==> src/rtl/dir_pkg.sv <==
package dir_pkg;

    parameter int NCACHE = 4;
    parameter int NBLK   = 16;

    localparam int CW = $clog2(NCACHE);
    localparam int BW = $clog2(NBLK);
    localparam int PW = $clog2(NCACHE + 1);

    typedef enum logic [2:0] {
        I_RD       = 3'd0,
        I_RDX      = 3'd1,
        I_INV_ACK  = 3'd2,
        I_REV_DONE = 3'd3
    } in_op_e;

    typedef enum logic [2:0] {
        R_NONE    = 3'd0,
        R_DAT_SHR = 3'd1,
        R_DAT_EXC = 3'd2,
        R_INV     = 3'd3,
        R_REV_SH  = 3'd4,
        R_REV_EX  = 3'd5,
        R_NACK    = 3'd6
    } rsp_op_e;

    typedef enum logic [1:0] {
        W_INV = 2'd0,
        W_RSH = 2'd1,
        W_REX = 2'd2
    } wait_e;

    typedef struct packed {
        logic [NCACHE-1:0] pres;
        logic              dirty;
        logic              busy;
        logic [PW-1:0]     pend;
        logic [CW-1:0]     waiter;
        wait_e             kind;
    } dir_ent_t;

    typedef struct packed {
        logic          valid;
        rsp_op_e       op;
        logic [CW-1:0] dst;
        logic [BW-1:0] blk;
        logic [CW-1:0] fwd;
    } rsp_t;

    function automatic logic [CW-1:0] lowest_idx(input logic [NCACHE-1:0] m);
        logic [CW-1:0] r;
        r = '0;
        for (int i = NCACHE - 1; i >= 0; i--) begin
            if (m[i]) r = CW'(i);
        end
        return r;
    endfunction

    function automatic logic [PW-1:0] count_ones(input logic [NCACHE-1:0] m);
        logic [PW-1:0] c;
        c = '0;
        for (int i = 0; i < NCACHE; i++) begin
            if (m[i]) c = c + PW'(1);
        end
        return c;
    endfunction

    function automatic logic [NCACHE-1:0] onehot(input logic [CW-1:0] id);
        logic [NCACHE-1:0] o;
        o = '0;
        o[id] = 1'b1;
        return o;
    endfunction

endpackage

==> src/rtl/dir_entry_bank.sv <==
module dir_entry_bank
    import dir_pkg::*;
(
    input  logic          clk,
    input  logic          rst,
    input  logic          we_a,
    input  logic [BW-1:0] idx_a,
    input  dir_ent_t      dat_a,
    input  logic          we_b,
    input  logic [BW-1:0] idx_b,
    input  dir_ent_t      dat_b,
    input  logic [BW-1:0] rd_idx_a,
    input  logic [BW-1:0] rd_idx_b,
    output dir_ent_t      rd_a,
    output dir_ent_t      rd_b
);

    dir_ent_t ents [NBLK];

    always_ff @(posedge clk) begin
        for (int g = 0; g < NBLK; g++) begin
            if (rst) begin
                ents[g] <= '0;
            end else if (we_a && idx_a == BW'(g)) begin
                ents[g] <= dat_a;
            end else if (we_b && idx_b == BW'(g)) begin
                ents[g] <= dat_b;
            end
        end
    end

    assign rd_a = ents[rd_idx_a];
    assign rd_b = ents[rd_idx_b];

    AST_WRITE_PORTS_DISJOINT: assert property (@(posedge clk) disable iff (rst)
        (we_a && we_b) |-> (idx_a != idx_b));

endmodule

==> src/rtl/dir_inv_seq.sv <==
module dir_inv_seq
    import dir_pkg::*;
(
    input  logic              clk,
    input  logic              rst,
    input  logic              load,
    input  logic [NCACHE-1:0] load_mask,
    input  logic [BW-1:0]     load_blk,
    input  logic              adv,
    output logic              active,
    output logic [CW-1:0]     tgt,
    output logic [BW-1:0]     blk
);

    logic [NCACHE-1:0] mask_q;
    logic [BW-1:0]     blk_q;

    assign active = |mask_q;
    assign tgt    = lowest_idx(mask_q);
    assign blk    = blk_q;

    always_ff @(posedge clk) begin
        if (rst) begin
            mask_q <= '0;
            blk_q  <= '0;
        end else if (load) begin
            mask_q <= load_mask;
            blk_q  <= load_blk;
        end else if (adv) begin
            mask_q[tgt] <= 1'b0;
        end
    end

    AST_NO_LOAD_WHILE_ACTIVE: assert property (@(posedge clk) disable iff (rst)
        load |-> !active);

endmodule

==> src/rtl/dir_home_ctrl.sv <==
module dir_home_ctrl
    import dir_pkg::*;
(
    input  logic          clk,
    input  logic          rst,
    input  logic          req_valid,
    output logic          req_ready,
    input  logic [2:0]    req_op,
    input  logic [CW-1:0] req_src,
    input  logic [BW-1:0] req_blk,
    input  logic          ack_valid,
    input  logic [2:0]    ack_op,
    input  logic [CW-1:0] ack_src,
    input  logic [BW-1:0] ack_blk,
    output logic          rsp_valid,
    output logic [2:0]    rsp_op,
    output logic [CW-1:0] rsp_dst,
    output logic [BW-1:0] rsp_blk,
    output logic [CW-1:0] rsp_fwd
);

    dir_ent_t e_req, e_ack, n_req, n_ack;
    logic     we_req, we_ack;

    logic              seq_load, seq_adv, seq_active;
    logic [CW-1:0]     seq_tgt;
    logic [BW-1:0]     seq_blk;

    logic              is_req, req_fire, ack_hit, ack_last, fin_rsp;
    logic [CW-1:0]     owner;
    logic [NCACHE-1:0] src_oh, others;
    logic              excl_self, excl_other;
    rsp_t              rsp_n, rsp_q;

    dir_entry_bank u_bank (
        .clk      (clk),
        .rst      (rst),
        .we_a     (we_ack),
        .idx_a    (ack_blk),
        .dat_a    (n_ack),
        .we_b     (we_req),
        .idx_b    (req_blk),
        .dat_b    (n_req),
        .rd_idx_a (ack_blk),
        .rd_idx_b (req_blk),
        .rd_a     (e_ack),
        .rd_b     (e_req)
    );

    dir_inv_seq u_seq (
        .clk       (clk),
        .rst       (rst),
        .load      (seq_load),
        .load_mask (others),
        .load_blk  (req_blk),
        .adv       (seq_adv),
        .active    (seq_active),
        .tgt       (seq_tgt),
        .blk       (seq_blk)
    );

    // acknowledgement path
    always_comb begin
        ack_hit = ack_valid && e_ack.busy &&
                  (((ack_op == I_INV_ACK) && (e_ack.kind == W_INV)) ||
                   ((ack_op == I_REV_DONE) && (e_ack.kind != W_INV) &&
                    (ack_src == lowest_idx(e_ack.pres))));
        ack_last = ack_hit && (e_ack.pend == PW'(1));
        fin_rsp  = ack_last && (e_ack.kind == W_INV);
        we_ack   = ack_hit;
        n_ack    = e_ack;
        if (ack_hit) begin
            n_ack.pend = e_ack.pend - PW'(1);
            if (ack_last) begin
                n_ack.busy = 1'b0;
                case (e_ack.kind)
                    W_RSH: begin
                        n_ack.pres  = e_ack.pres | onehot(e_ack.waiter);
                        n_ack.dirty = 1'b0;
                    end
                    W_REX: begin
                        n_ack.pres  = onehot(e_ack.waiter);
                        n_ack.dirty = 1'b1;
                    end
                    default: ;
                endcase
            end
        end
    end

    // request path and response selection
    always_comb begin
        seq_adv    = seq_active && !fin_rsp;
        req_ready  = !seq_active && !fin_rsp;
        req_fire   = req_valid && req_ready;
        is_req     = (req_op == I_RD) || (req_op == I_RDX);
        src_oh     = onehot(req_src);
        owner      = lowest_idx(e_req.pres);
        others     = e_req.pres & ~src_oh;
        excl_self  = e_req.dirty && (owner == req_src);
        excl_other = e_req.dirty && (owner != req_src);

        rsp_n    = '0;
        n_req    = e_req;
        we_req   = 1'b0;
        seq_load = 1'b0;

        if (fin_rsp) begin
            rsp_n.valid = 1'b1;
            rsp_n.op    = R_DAT_EXC;
            rsp_n.dst   = e_ack.waiter;
            rsp_n.blk   = ack_blk;
        end else if (seq_active) begin
            rsp_n.valid = 1'b1;
            rsp_n.op    = R_INV;
            rsp_n.dst   = seq_tgt;
            rsp_n.blk   = seq_blk;
        end else if (req_fire && is_req) begin
            rsp_n.valid = 1'b1;
            rsp_n.dst   = req_src;
            rsp_n.blk   = req_blk;
            if (e_req.busy) begin
                rsp_n.op = R_NACK;
            end else if (excl_self) begin
                rsp_n.op = R_DAT_EXC;
            end else if (excl_other) begin
                rsp_n.op     = (req_op == I_RD) ? R_REV_SH : R_REV_EX;
                rsp_n.dst    = owner;
                rsp_n.fwd    = req_src;
                we_req       = 1'b1;
                n_req.busy   = 1'b1;
                n_req.pend   = PW'(1);
                n_req.waiter = req_src;
                n_req.kind   = (req_op == I_RD) ? W_RSH : W_REX;
            end else if (others == '0) begin
                rsp_n.op    = R_DAT_EXC;
                we_req      = 1'b1;
                n_req.pres  = src_oh;
                n_req.dirty = 1'b1;
            end else if (req_op == I_RD) begin
                rsp_n.op   = R_DAT_SHR;
                we_req     = 1'b1;
                n_req.pres = e_req.pres | src_oh;
            end else begin
                rsp_n.valid  = 1'b0;
                seq_load     = 1'b1;
                we_req       = 1'b1;
                n_req.pres   = src_oh;
                n_req.dirty  = 1'b1;
                n_req.busy   = 1'b1;
                n_req.pend   = count_ones(others);
                n_req.waiter = req_src;
                n_req.kind   = W_INV;
            end
        end
    end

    always_ff @(posedge clk) begin
        if (rst) rsp_q <= '0;
        else     rsp_q <= rsp_n;
    end

    assign rsp_valid = rsp_q.valid;
    assign rsp_op    = rsp_q.op;
    assign rsp_dst   = rsp_q.dst;
    assign rsp_blk   = rsp_q.blk;
    assign rsp_fwd   = rsp_q.fwd;

    AST_NACK_ON_BUSY: assert property (@(posedge clk) disable iff (rst)
        (req_fire && is_req && e_req.busy) |=> (rsp_valid && rsp_op == R_NACK));
    AST_EXCL_SINGLE_HOLDER: assert property (@(posedge clk) disable iff (rst)
        e_req.dirty |-> ($countones(e_req.pres) == 1));
    AST_BUSY_HAS_PENDING: assert property (@(posedge clk) disable iff (rst)
        e_req.busy |-> (e_req.pend != '0));

endmodule

==> config.mk <==
export PLATFORM = sky130hd
export DESIGN_NAME = dir_home_ctrl
export DESIGN_NICKNAME = d
export VERILOG_FILES = /design/src/rtl/dir_pkg.sv /design/src/rtl/dir_entry_bank.sv /design/src/rtl/dir_inv_seq.sv /design/src/rtl/dir_home_ctrl.sv
export SDC_FILE = /design/constraint.sdc
export NUM_CORES = 1
export LEC_CHECK = 0
export BUFFER_PORTS_ARGS = -buffer_cell sky130_fd_sc_hd__buf_2
export CAP_MARGIN = 30
export CORE_MARGIN = 2
export CORE_UTILIZATION = 63
export DETAILED_ROUTE_END_ITERATION = 8
export GPL_TIMING_DRIVEN = 0
export PLACE_DENSITY = 0.8
export SETUP_SLACK_MARGIN = 0.4
export SLEW_MARGIN = 20
export SYNTH_ARGS = -nofsm -noshare
export SYNTH_HDL_FRONTEND = slang
export SYNTH_SLANG_ARGS = --single-unit
==> constraint.sdc <==
create_clock -name clk -period 10 [get_ports clk]
set_clock_uncertainty 0.2 [all_clocks]
set_input_delay 2 -clock clk [delete_from_list [all_inputs] [get_ports clk]]
set_output_delay 2 -clock clk [all_outputs]
set_load 0.02 [all_outputs]
* After elaboration in Yosys (flattened, before gate mapping) *
Memories as Yosys holds them, arrays and structs flattened.
Index checks and enable logic that the tools add are counted.

operators by class
  bitwise operators = 40
  divide/modulo/power cells = 0
  eq/ne operators = 39
  $add $sub $neg = 4
  $mul = 0
  reduce and logical (&&, ||, !) cells = 63
  muxes and demuxes = 242
  magnitude comparators = 6
  shift operators = 0

operator list
  kind                   number
  $mux W13               37
  $mux W1                138
  $mux W3                30
  $eq A4 B4 Y1 const B   16
  $logic_and A1 B1 Y1    48
  $mux W2                20
  $eq A4 B3 Y1 const B   8
  $or A1 B1 Y1           32
  $mux W10               2
  $mux W9                2
  $eq A4 B2 Y1 const B   4
  $mux W8                2
  $logic_not A4 Y1       3
  $mux W12               1
  $mux W4                3
  $mux W5                2
  $pmux W5 S2            1
  $reduce_or A10 Y1      1
  $add A3 B1 Y3 const B  3
  $lt A2 B3 Y1 const B   3
  $and A4 B4 Y4          2
  $eq A4 B1 Y1 const B   2
  $not A4 Y4             2
  $or A4 B4 Y4           2
  other kinds (19)       30

word-level totals
  register bits = 20
  memory bits (read-only) = 0
  memories = 1
  bits in writable memories = 208
  output and inout port bits = 13
  bits in latches = 0
  input port bits = 22

memories
  memory       words  width  rd ports  clocked after memory_dff  wr ports  line                  source
  u_bank.ents  16     13     2         0                         16        dir_entry_bank.sv:18  dir_ent_t ents [NBLK];

* Longest topological paths before layout *
Gate-level depths: netlist of run 1.
An unclocked memory read counts as a cell.

  word-level depth = 49
  depth in mapped cells = 22
  mapped depth without buffers = 14

* By module *
Synthesis of run 1 repeated with hierarchy kept, for this count alone.

second synthesis, totals
  cells, all modules = 1062
  area total of the unflattened synthesis = 14169.8 um^2

modules (own cells, without submodules)
  module          area each (um^2)  times used  cells an instance  seq. area each (um^2)
  dir_entry_bank  12423.2           1           843                6246.0
  dir_home_ctrl   1410.1            1           179                240.2
  dir_inv_seq     336.6             1           40                 160.2

* Worst setup path before layout of run 1 *
Ideal clock, no wire load.

  path kind = input -> output
  start point = in ack_blk[0]
  end point = out req_ready
  data arrival time = 6516 ps
  stages on the path = 19
  required time = 7800 ps
  path slack = 1284 ps
  cell sequence = buf_4 -> buf_2 -> buf_2 -> buf_2 -> buf_2 -> mux4_2 -> mux2i_1 -> nand2_1 -> o21ai_1 -> clkbuf_1 -> ha_1 -> nor4bb_1 -> nand2b_1 -> o21ai_0 -> nor2_1 -> and3_1 -> buf_4 -> buf_2 -> nor2_1

on the way
  cells in the longest elaborated chain, start to end = 13
  elaborated cells between the ends (all ways) = 19
  those cells by class = 2 x eq/ne; 4 x mux; 12 x reduce/logical; 1 x memory

RTL lines
  element                line                 source
  from (decl)            dir_home_ctrl.sv:14  input logic [BW-1:0] ack_blk,
  $mem_v2 Z16 W13 *      -
  $mux W2 (4 in a row)   dir_pkg.sv:54        if (m[i]) r = CW'(i);
  $eq A2 B2 Y1           dir_home_ctrl.sv:67  (ack_src == lowest_idx(e_ack.pres))));
  $logic_and A1 B1 Y1    dir_home_ctrl.sv:66  ((ack_op == I_REV_DONE) && (e_ack.kind != W_INV) &&
  $logic_or A1 B1 Y1     dir_home_ctrl.sv:65  (((ack_op == I_INV_ACK) && (e_ack.kind == W_INV)) ||
  $logic_and A1 B1 Y1    dir_home_ctrl.sv:64  ack_hit = ack_valid && e_ack.busy &&
  $logic_and A1 B1 Y1    dir_home_ctrl.sv:68  ack_last = ack_hit && (e_ack.pend == PW'(1));
  $logic_and A1 B1 Y1 *  dir_home_ctrl.sv:69  fin_rsp = ack_last && (e_ack.kind == W_INV);
  $logic_not A1 Y1 *     dir_home_ctrl.sv:94  req_ready = !seq_active && !fin_rsp;
  $logic_and A1 B1 Y1 *  dir_home_ctrl.sv:94
  to (decl)              dir_home_ctrl.sv:7   output logic req_ready,

Every way passes the cells marked *; elsewhere a longest branch is shown, timed or not.

==> run summary, run 1 <==
DRT iter0 DRCs: 2294
I/O Buffers: 29
Seq/Total Area, Yosys: 0.490
GRT Util Overall: 0.502
CP peak stage delay: 1000 ps
Dpl cell area: 14200 um2
Gr ovfl total: 0
Post-synthesis cell area: 13600 um2
Die Wd: 151 um
Post-DP HPWL: 38400 um
Via/cell ratio: 8.51
Drt total wl: 56400 um
RePlAce Congestion: 1.04
Power Density: 161 nW/um2
CP Max Fanout: 13
Post-layout min period: 9580 ps
Ys Warns: 0
Final ANT Viol Nets: 0
Count of final hold-check violations: 0
Critical-path cell list: buf_2, clkbuf_4, buf_2, buf_2, clkbuf_2, mux4_2, mux2_2, o21ai_2, clkbuf_2, ha_1, nor4bb_2, nand2b_1, o21ai_0, nor2_2, buf_4, a31oi_1, nor4b_4, nand2_1, clkbuf_1, nand2_1
Nets: 1160
Largest net degree at the start of global routing: 14
Crit end category: flop
Max-slew violation count: 0
Post-synth top area share: 0.461
Slowest cell on crit path: nand2_1
Tcrit/Tclk final: 0.958
CP Class: in -> reg
Top FF cell, synth: edfxtp_1
Sw frac: 0.290
Mapped Nets: 1084
RSZ-0062 raised after global routing: false
Post-CTS Hold Fix Bufs: 0
Cells after Synth: 1054
Ports: 35
CTS buffer count: 25
Clock share of power: 0.377
Gate power share: 0.177
WL/cell: 39.6 um
Fin area: 15200 um2
Starting density of the core: 0.643
Data required, critical path: 9810 ps
Final-report setup violation count: 0
Main area contributors after synthesis: edfxtp_1 (46%), mux4_2 (18%), o22ai_1 (9.1%)
Ys async rst share: 0
Vias in the first global route: 11200
Filler instances: 1449
Worst-Margin Slew: 1140 ps
Int Power: 1.73 mW
CTS H-tree depth: 1
Setup crit start kind: input pin
Antenna violations before repair: 0
DR DRC count: 0
Die ar.: 22700 um2
Layout area overhead: 11.7%
Seq pwr share: 0.446
Most used cell, CP: buf_2
Yosys cell types: 69
P_sw: 0.708 mW
Slew HR: 0.237
Die Ht: 151 um
Clk sinks: 228
Row Count: 53
Dpl ws: -1120 ps
CP Data Arrival Time: 9390 ps
Drt first pass iters: 8
Vias: 12100
Yosys reg bits: 228
Achievable frequency: 0.104 GHz
Global-route wire length before repair: 77900 um
Share of cells above drive strength 1: 0.252
Status: finished clean
Leakage: 5.10 nW
Min-delay worst type: reg -> reg
CTS root buf: clkbuf_16
Core Box Area: 21100 um2
Maximum clock path buffer count: 3
Area leader, netlist: edfxtp_1
Max_cap viols: 0
Reg area: 6650 um2
IR drop worst, VDD: 0.149 mV
Clk pin slew, worst setup/hold paths: 60 ps
Setup ws final: 419 ps
Multi-input logic area: 6330 um2
CTS tree: yes
Number of flops mapped to enable cells by yosys: 208
Syn avg cell area: 12.9 um2
Worst-Skew Late Latency: 560 ps
Diode count: 0
-- area by class of cell --
class                           count  share of cell area
Multi-Input combinational cell    688               0.418
Tap cell                          275              0.0227
Clock buffer                       28              0.0420
Sequential cell                   228               0.439
Buffer                            118              0.0371
Clock inverter                     17              0.0103
Inverter                           20             0.00495
Timing Repair Buffer               49              0.0261
-- per-layer routing --
layer  share of wire  routed length, um  global-route usage  vias to the layer above
met5               0                  0                   0                        -
met4           0.087               4890               0.309                        0
met3            0.18              10400               0.197                      363
met2            0.42              23500               0.716                     1485
met1            0.31              17600               0.649                     5694
li1                -                  -                   -                     4562
-- power by group through the flow --
| stage | sequential [mW] | clock [mW] | combinational [mW] |
|---|---|---|---|
| 4_1_cts | 1.09 | 0.897 | 0.402 |
| 3_3_place_gp | 1.10 | 0 | 0.385 |
| 3_5_place_dp | 1.10 | 0 | 0.397 |
| 6_report | 1.09 | 0.919 | 0.430 |
| 2_1_floorplan | 1.10 | 0 | 0.262 |
| 5_1_grt | 1.09 | 0.931 | 0.436 |
-- worst max-delay path, delay by kind of cell --
kind / cells / cell delay, ps
AND/OR/NAND/NOR: 6 / 2570
multiplexers: 2 / 650
AO/OA/AOI/OAI: 3 / 670
buffers and inverters: 8 / 3170
adder cells (fa/ha/maj): 1 / 310
-- worst paths after layout --
| path | endpoint | cells past startpoint | from | slack (ps) |
|---|---|---|---|---|
| setup / recovery | u_bank.ents[0][2] | 20 | ack_blk[1] | 420 |
| hold / removal | u_seq.blk[0] | 2 | u_seq.blk[0] | 300 |
| setup reg to reg | u_bank.ents[0][2] | 15 | u_bank.ents[9][0] | 3070 |
| hold reg to reg | u_seq.blk[0] | 2 | u_seq.blk[0] | 300 |
-- repair_timing --
action / CTS / global route
resized for setup: 11 / 6
hold endpoints to repair: 0 / 0
endpoints found under the setup margin: 241 / 27
pin swaps: 0 / 1
setup buffers: 0 / 1
-- cells by family after synthesis --
kind of cell | count (synthesis) | synth area share
buffers and inverters | 138 | 0.0454
DFF | 228 | 0.490
muxes | 149 | 0.213
adders and majority gates | 8 | 0.00738
AOI/OAI and AO/OA | 294 | 0.148
xor gates and xnor gates | 6 | 0.00388
and+or+nand+nor | 231 | 0.0915
-- through the flow --
step	setup TNS [ps]	hold slack (ps)	util	total power [mW]	cells
6_report	0	299	0.718	2.44	1423
4_1_cts	0	301	0.714	2.38	1418
3_5_place_dp	-136370	289	0.675	1.50	1373
3_3_place_gp	-205630	273	0.666	1.49	1358
5_1_grt	0	333	0.718	2.46	1423
2_1_floorplan	0	260	-	1.36	1054
-- cells in the final DEF, fill, tap and decap left out, types with 4 or more instances in the layout --
cell type     n
nand4_1      21
nor2b_1      11
mux2i_1      31
nand3_1      42
a21oi_1      16
o21ai_0      10
nor4_1        4
buf_6         9
a221oi_1      4
o22ai_1     198
buf_2        71
a22oi_1       5
buf_8         7
nor3_1       15
clkbuf_16    25
clkbuf_4      4
o31ai_1       6
o41ai_1       8
and4_1        5
ha_1          8
buf_1         7
clkinv_1      4
dfxtp_1      20
a211oi_1      9
clkinvlp_4    4
clkbuf_1     54
nand3b_1     17
inv_1        18
buf_4        14
nand2_1      54
nor2_1       34
nand2b_1      5
and2_1        5
clkinv_2      7
edfxtp_1    208
mux2_2        5
mux4_2      111
-- flip-flops by register name (all words and copies together), names as in the netlist --
register	cells
rsp_fwd	2
u_seq.mask_q	4
u_bank.ents	208
rsp_valid	1
u_seq.blk	4
rsp_blk	4
rsp_op	3
rsp_dst	2
-- cell usage after synthesis (all sizes together), types with 2 or more instances --
master / n
o32ai: 5
xnor2: 3
nor2: 36
nor2b: 11
nand3b: 17
a2111oi: 2
and4: 5
or3: 3
mux4: 111
ha: 8
clkbuf: 55
a22o: 2
xor2: 3
o22ai: 198
a32oi: 2
a211oi: 9
o311a: 2
o211ai: 4
nand4b: 2
a21oi: 16
buf: 63
dfxtp: 20
and3: 3
mux2i: 33
nand2: 54
nand3: 42
nand4: 21
o31ai: 8
mux2: 5
o41ai: 8
inv: 19
a221oi: 4
edfxtp: 208
o21ai: 15
and2: 5
a22oi: 7
nor3: 16
or2: 2
nand2b: 5
a31oi: 4
nor4: 5
nor4bb: 2
No activity file was read; power rests on OpenSTA's default activity.
==> run 2: changes to the inputs <==
--- a/config.mk
+++ b/config.mk
@@ -17,3 +17,4 @@
 export SYNTH_ARGS = -nofsm -noshare
 export SYNTH_HDL_FRONTEND = slang
 export SYNTH_SLANG_ARGS = --single-unit
+export TNS_END_PERCENT = 1
==> constraint.sdc (replaced) <==
create_clock -name clk -period 10 [get_ports clk]
set_clock_uncertainty 0.2 [all_clocks]
set_input_delay 1 -clock clk [delete_from_list [all_inputs] [get_ports clk]]
set_output_delay 1 -clock clk [all_outputs]
set_load 0.02 [all_outputs]
==> run 2 against run 1 <==
Net effect:
- utilization down 0.21 points
- largest cell class unchanged
- the run now ends with setup timing left
- sequential power barely moved
- routed wire length decreased by 0.13%
- via count fell by 0.23%
- worst setup slack got worse by 510 ps
- combinational power is 0.9% lower
- global-route usage grew 0.10 points
- hold slack improved by 1.3 ps
- fmax is 5.1% lower
- largest power group unchanged
- sequential cell count did not move
==> run summary, run 2 (same netlist as run 1, synthesis figures left out) <==
Biggest register: u_bank.ents
Final ANT Viol Nets: 0
Global-route wire length before repair: 78000 um
CP Class: in -> reg
Tcrit/Tclk final: 1.01
CTS H-tree depth: 1
CTS buffer count: 25
Clk sinks: 228
Achievable frequency: 0.0991 GHz
Post-layout min period: 10090 ps
I/O Buffers: 29
Diode count: 0
DRT iter0 DRCs: 2225
Count of final hold-check violations: 0
Filler instances: 1460
Placed insts: 1373
Die Wd: 151 um
Setup crit start kind: input pin
Final-report setup violation count: 13
Setup_tns: -1060 ps
Core Box Area: 21100 um2
Violated checks: setup timing
Setup ws final: -92.5 ps
Post-DP HPWL: 38400 um
Vias: 12100
RePlAce Congestion: 1.04
Bufs and invs on worst path: 7
Register-to-register setup slack: 2160 ps
CP Max Fanout: 13
Hold Path Stages: 2
Via/cell ratio: 8.48
Vias in the first global route: 11300
Drt total wl: 56300 um
Drt first pass iters: 8
Layout Cells excl Fill: 1424
CTS root buf: clkbuf_16
Max-slew violation count: 0
Power Density: 161 nW/um2
Clk pin slew, worst setup/hold paths: 60 ps
DR DRC count: 0
Nets: 1161
Layout area overhead: 11.4%
Reg2reg start: u_bank.ents[8][1]
Share of cells above drive strength 1: 0.246
Maximum clock path buffer count: 3
Worst-Skew Late Latency: 560 ps
Crit end category: flop
CP peak stage delay: 930 ps
CP Data Arrival Time: 10010 ps
Min-delay worst type: reg -> reg
Final worst hold slack: 300 ps
Data required, critical path: 9920 ps
R2R Path End: u_bank.ents[0][0]
Starting density of the core: 0.643
Worst reg2reg path depth: 14
Max_cap viols: 0
Delay-heaviest family, CP: buffers and inverters
IR drop worst, VDD: 0.147 mV
Most common cell after layout, fill and taps aside: edfxtp_1
Slowest cell on crit path: clkbuf_1
Hold endpoint: u_seq.blk[0]
Hold Crit Start: u_seq.blk[0]
Gr ovfl total: 0
GRT Util Overall: 0.503
Critical-path cell list: buf_2, buf_2, buf_2, buf_1, clkbuf_1, mux4_2, mux2_2, o21ai_1, clkbuf_1, ha_1, nor4bb_1, nand2b_1, o21ai_0, nor2_1, a31oi_1, nor4b_4, nand2_1, clkbuf_1, nand2_2
Worst-Margin Slew: 1180 ps
Commonest cells after routing, fill and taps aside: edfxtp_1 (208), o22ai_1 (198), mux4_2 (111), buf_2 (75), clkbuf_1 (56)
Antenna violations before repair: 0
Max reg flops: 208
Dpl ws: -116 ps
Largest net degree at the start of global routing: 14
Slew HR: 0.214
Leakage: 5.09 nW
CTS tree: yes
Overall Power: 2.43 mW
WL/cell: 39.5 um
Row Count: 53
Die Ht: 151 um
Die ar.: 22700 um2
Status: finished, violations left
RSZ-0062 raised after global routing: true
Ports: 35
Post-CTS Hold Fix Bufs: 0
==> run 2: cell count changes in the layout (fill, tap and decap cells not counted), sizes merged <==
cell / change
clkbuf: -3
buf: +4
==> run 2: per-stage QoR <==
step / area (um2) / utilization
global route: 15100 / 0.716
CTS: 15000 / 0.713
detailed placement: 14200 / 0.675
finish: 15100 / 0.716
floorplan: 13600 / -
global placement: 14000 / 0.666
==> run 2: worst max path at each step <==
| stage | start | cells past startpoint | to | slack [ps] |
|---|---|---|---|---|
| 4_1_cts | ack_blk[1] | 19 | u_bank.ents[0][0] | 430 |
| 2_1_floorplan | ack_blk[0] | 22 | u_bank.ents[10][0] | 3160 |
| 6_report | ack_blk[1] | 19 | u_bank.ents[0][0] | -90 |
| 3_5_place_dp | ack_blk[1] | 20 | u_bank.ents[12][10] | -120 |
| 3_3_place_gp | ack_blk[1] | 20 | u_bank.ents[8][8] | -410 |
| 5_1_grt | ack_blk[1] | 22 | u_bank.ents[10][5] | 100 |
==> run 2: final cells by class <==
class / count / area, um2 / share of cell area
multi-input combinational: 688 / 6300 / 0.417
timing repair buffer: 50 / 407 / 0.0269
clock buffer: 28 / 637 / 0.0422
tap: 275 / 344 / 0.0228
inverter: 20 / 75.1 / 0.00497
clock inverter: 17 / 156 / 0.0104
sequential: 228 / 6650 / 0.440
buffer: 118 / 543 / 0.0359
==> run 2: repair_timing <==
action,4_1_cts,5_1_grt
buffers inserted,2,0
endpoints found under the hold margin,0,0
gates resized for setup,0,4
endpoints found under the setup margin,13,67
pin swaps,1,0
==> run 2: per-layer routing <==
layer  vias to the layer above  track usage  routed length, um
met1                      5665        0.652              17500
met4                         0        0.315               4930
li1                       4560            -                  -
met2                      1491        0.718              23300
met5                         -            0                  0
met3                       360        0.191              10600
==> run 2: tightest hold or removal path, cell delays in order, from the launching register on <==
cell,delay [ps]
dfxtp_1,330
mux2i_1,70
nor2_1,70
==> run 2: power breakdown <==
group / switching [mW] / internal (mW) / total (mW)
sequential: 0.0172 / 1.07 / 1.09
clock: 0.404 / 0.513 / 0.917
combinational: 0.282 / 0.143 / 0.426
total: 0.704 / 1.73 / 2.43
==> run 3: changes to the inputs <==
--- a/config.mk
+++ b/config.mk
@@ -8,13 +8,14 @@
 export BUFFER_PORTS_ARGS = -buffer_cell sky130_fd_sc_hd__buf_2
 export CAP_MARGIN = 30
 export CORE_MARGIN = 2
-export CORE_UTILIZATION = 63
+export CORE_UTILIZATION = 64
 export DETAILED_ROUTE_END_ITERATION = 8
 export GPL_TIMING_DRIVEN = 0
-export PLACE_DENSITY = 0.8
+export PLACE_DENSITY = 0.81
 export SETUP_SLACK_MARGIN = 0.4
 export SLEW_MARGIN = 20
 export SYNTH_ARGS = -nofsm -noshare
 export SYNTH_HDL_FRONTEND = slang
+export SYNTH_HIERARCHICAL = 1
 export SYNTH_SLANG_ARGS = --single-unit
 export TNS_END_PERCENT = 1
==> run 3 against run 2 <==
Net effect:
- the flow now finishes without violations
- area after synthesis rose by 4.5%
- global-route usage fell by 12 points
- register-to-register slack improved by 3000 ps
==> run summary, run 3 <==
Main combinational cell family by area after synthesis: compound AO/OA/AOI/OAI gates
Commonest cells after routing, fill and taps aside: edfxtp_1 (208), a32o_1 (105), mux4_2 (104), a22o_1 (96), nand2_1 (78)
Maximum clock path buffer count: 3
GRT Util Overall: 0.379
CTS tree: yes
Commonest cells post-synth: edfxtp_1 (208), a32o_1 (105), mux4_2 (104)
DRT iter0 DRCs: 1766
Data required, critical path: 10180 ps
CTS root buf: clkbuf_16
DR DRC count: 0
Count leader, synth: edfxtp_1
Share of cells above drive strength 1: 0.246
Setup crit start kind: input pin
Count of final hold-check violations: 0
Worst-Margin Slew: 913 ps
Met2 Track Usage GR: 0.632
Post-synth top area share: 0.441
Biggest register: u_bank/ents
Ys async rst share: 0
Global-route wire length before repair: 67000 um
RSZ-0062 raised after global routing: false
Via/cell ratio: 7.89
Starting density of the core: 0.651
Yosys reg bits: 228
Post-synthesis adder-cell area fraction: 0.00883
CP Data Arrival Time: 6390 ps
Cells after Synth: 1062
Seq/Total Area, Yosys: 0.469
Fin area: 15700 um2
Mapped Nets: 1094
Achievable frequency: 0.161 GHz
I/O Buffers: 32
IR drop worst, VDD: 0.138 mV
Gr ovfl total: 0
Most common cell after layout, fill and taps aside: edfxtp_1
Top FF cell, synth: edfxtp_1
Ports: 35
Status: finished clean
WL/cell: 31.0 um
Power Density: 151 nW/um2
Met1 GRT Util: 0.486
Slowest cell on crit path: clkbuf_1
Xor-xnor portion of the synthesized cell area: 0.00433
Slew HR: 0.391
Area leader, netlist: edfxtp_1
Ys Warns: 6
Post-DP HPWL: 34100 um
Final-report setup violation count: 0
Layout area overhead: 10.5%
Most crowded layer after global routing: met2
Row Count: 54
Nets: 1166
Post-CTS Hold Fix Bufs: 0
Max_cap viols: 0
Syn avg cell area: 13.3 um2
Drt first pass iters: 6
Antenna violations before repair: 2
CP Class: in -> reg
Post-synthesis cell area: 14200 um2
Leakage: 5.42 nW
CP peak stage delay: 730 ps
Diode count: 0
Critical-path cell list: buf_2, clkbuf_1, clkbuf_1, mux4_2, a22oi_1, nand2_1, inv_1, ha_1, nor2b_1, nand3_1, nand2b_1, inv_1, nand3_1, nor2_1, a22o_1, buf_1, clkbuf_1, nand2_1, o2bb2ai_1
Largest net degree at the start of global routing: 19
Final ANT Viol Nets: 0
Die Ht: 153 um
Clk sinks: 228
Post-layout min period: 6210 ps
Dpl cell area: 14900 um2
Vias in the first global route: 11300
Setup_tns: 0 ps
Max reg flops: 208
Post-CTS sizing: 0
Max-slew violation count: 0
Yosys cell types: 76
Die ar.: 23300 um2
Met3 Use GR: 0.0961
CP Max Fanout: 10
CTS H-tree depth: 1
Multiplexer share of the synthesized area: 0.172
Drt total wl: 44400 um
Core Box Area: 21800 um2
Post-synthesis simple-gate area fraction: 0.0820
Most used cell, CP: clkbuf_1
Tcrit/Tclk final: 0.621
Main area contributors after synthesis: edfxtp_1 (44%), mux4_2 (17%), a32o_1 (7.4%)
Vias: 11300
RePlAce Congestion: 0.978
Min-delay worst type: reg -> reg
Post-CTS setup buffer count: 0
Dpl ws: 3050 ps
Worst-Skew Late Latency: 530 ps
Synth Area in Compound Gates: 0.216
Setup ws final: 3790 ps
Crit end category: flop
Clk pin slew, worst setup/hold paths: 60 ps
Final Util: 0.720
Die Wd: 153 um
Number of flops mapped to enable cells by yosys: 208
Overall Power: 2.37 mW
CTS buffer count: 24
run 3: cell type report:
| cell class | count | area [um2] |
|---|---|---|
| well taps | 280 | 350 |
| flip-flops and latches | 228 | 6650 |
| inverters | 16 | 60.1 |
| clock inverters | 14 | 115 |
| fillers | 1475 | 6100 |
| plain buffers | 133 | 618 |
| multi-input cells | 685 | 6920 |
| repair buffers | 46 | 299 |
| clock buffers | 30 | 644 |
run 3: kinds of logic after synthesis:
family	after synthesis
compound gates	345
xor+xnor	7
fa+ha+maj	10
buf+inv	149
flops	228
mux	112
simple gates	211
run 3: stage by stage:
step / cells / hold slack [ps]
after CTS: 1431 / 289
after global placement: 1374 / 266
after floorplan: 1062 / 245
after detailed placement: 1387 / 276
after global routing: 1432 / 307
final: 1432 / 283
run 3: final timing paths:
| path | from | endpoint | cells after the start | slack (ps) |
|---|---|---|---|---|
| min reg2reg | u_seq/blk[0] | rsp_blk[0] | 2 | 280 |
| max reg2reg | u_bank/ents[0][4] | u_bank/ents[3][6] | 15 | 5160 |
| min | u_seq/blk[0] | rsp_blk[0] | 2 | 280 |
| max | ack_blk[1] | u_bank/ents[3][6] | 19 | 3790 |
run 3: routing by layer:
| metal | part of all wire | vias to the layer above |
|---|---|---|
| li1 | - | 4615 |
| met1 | 0.34 | 5545 |
| met2 | 0.48 | 936 |
| met3 | 0.13 | 193 |
| met4 | 0.044 | 4 |
| met5 | 0.00061 | - |
run 3: power breakdown:
part	internal (mW)	switching [mW]
Sequential	1.07	0.0171
Clock	0.506	0.369
Combinational	0.132	0.274
Total	1.71	0.661
run 3: worst max-delay path: cells and delay by family:
family	cells	cell delay [ps]
simple gates	7	1760
buf+inv	7	2470
fa+ha+maj	1	230
compound gates	3	510
mux	1	390
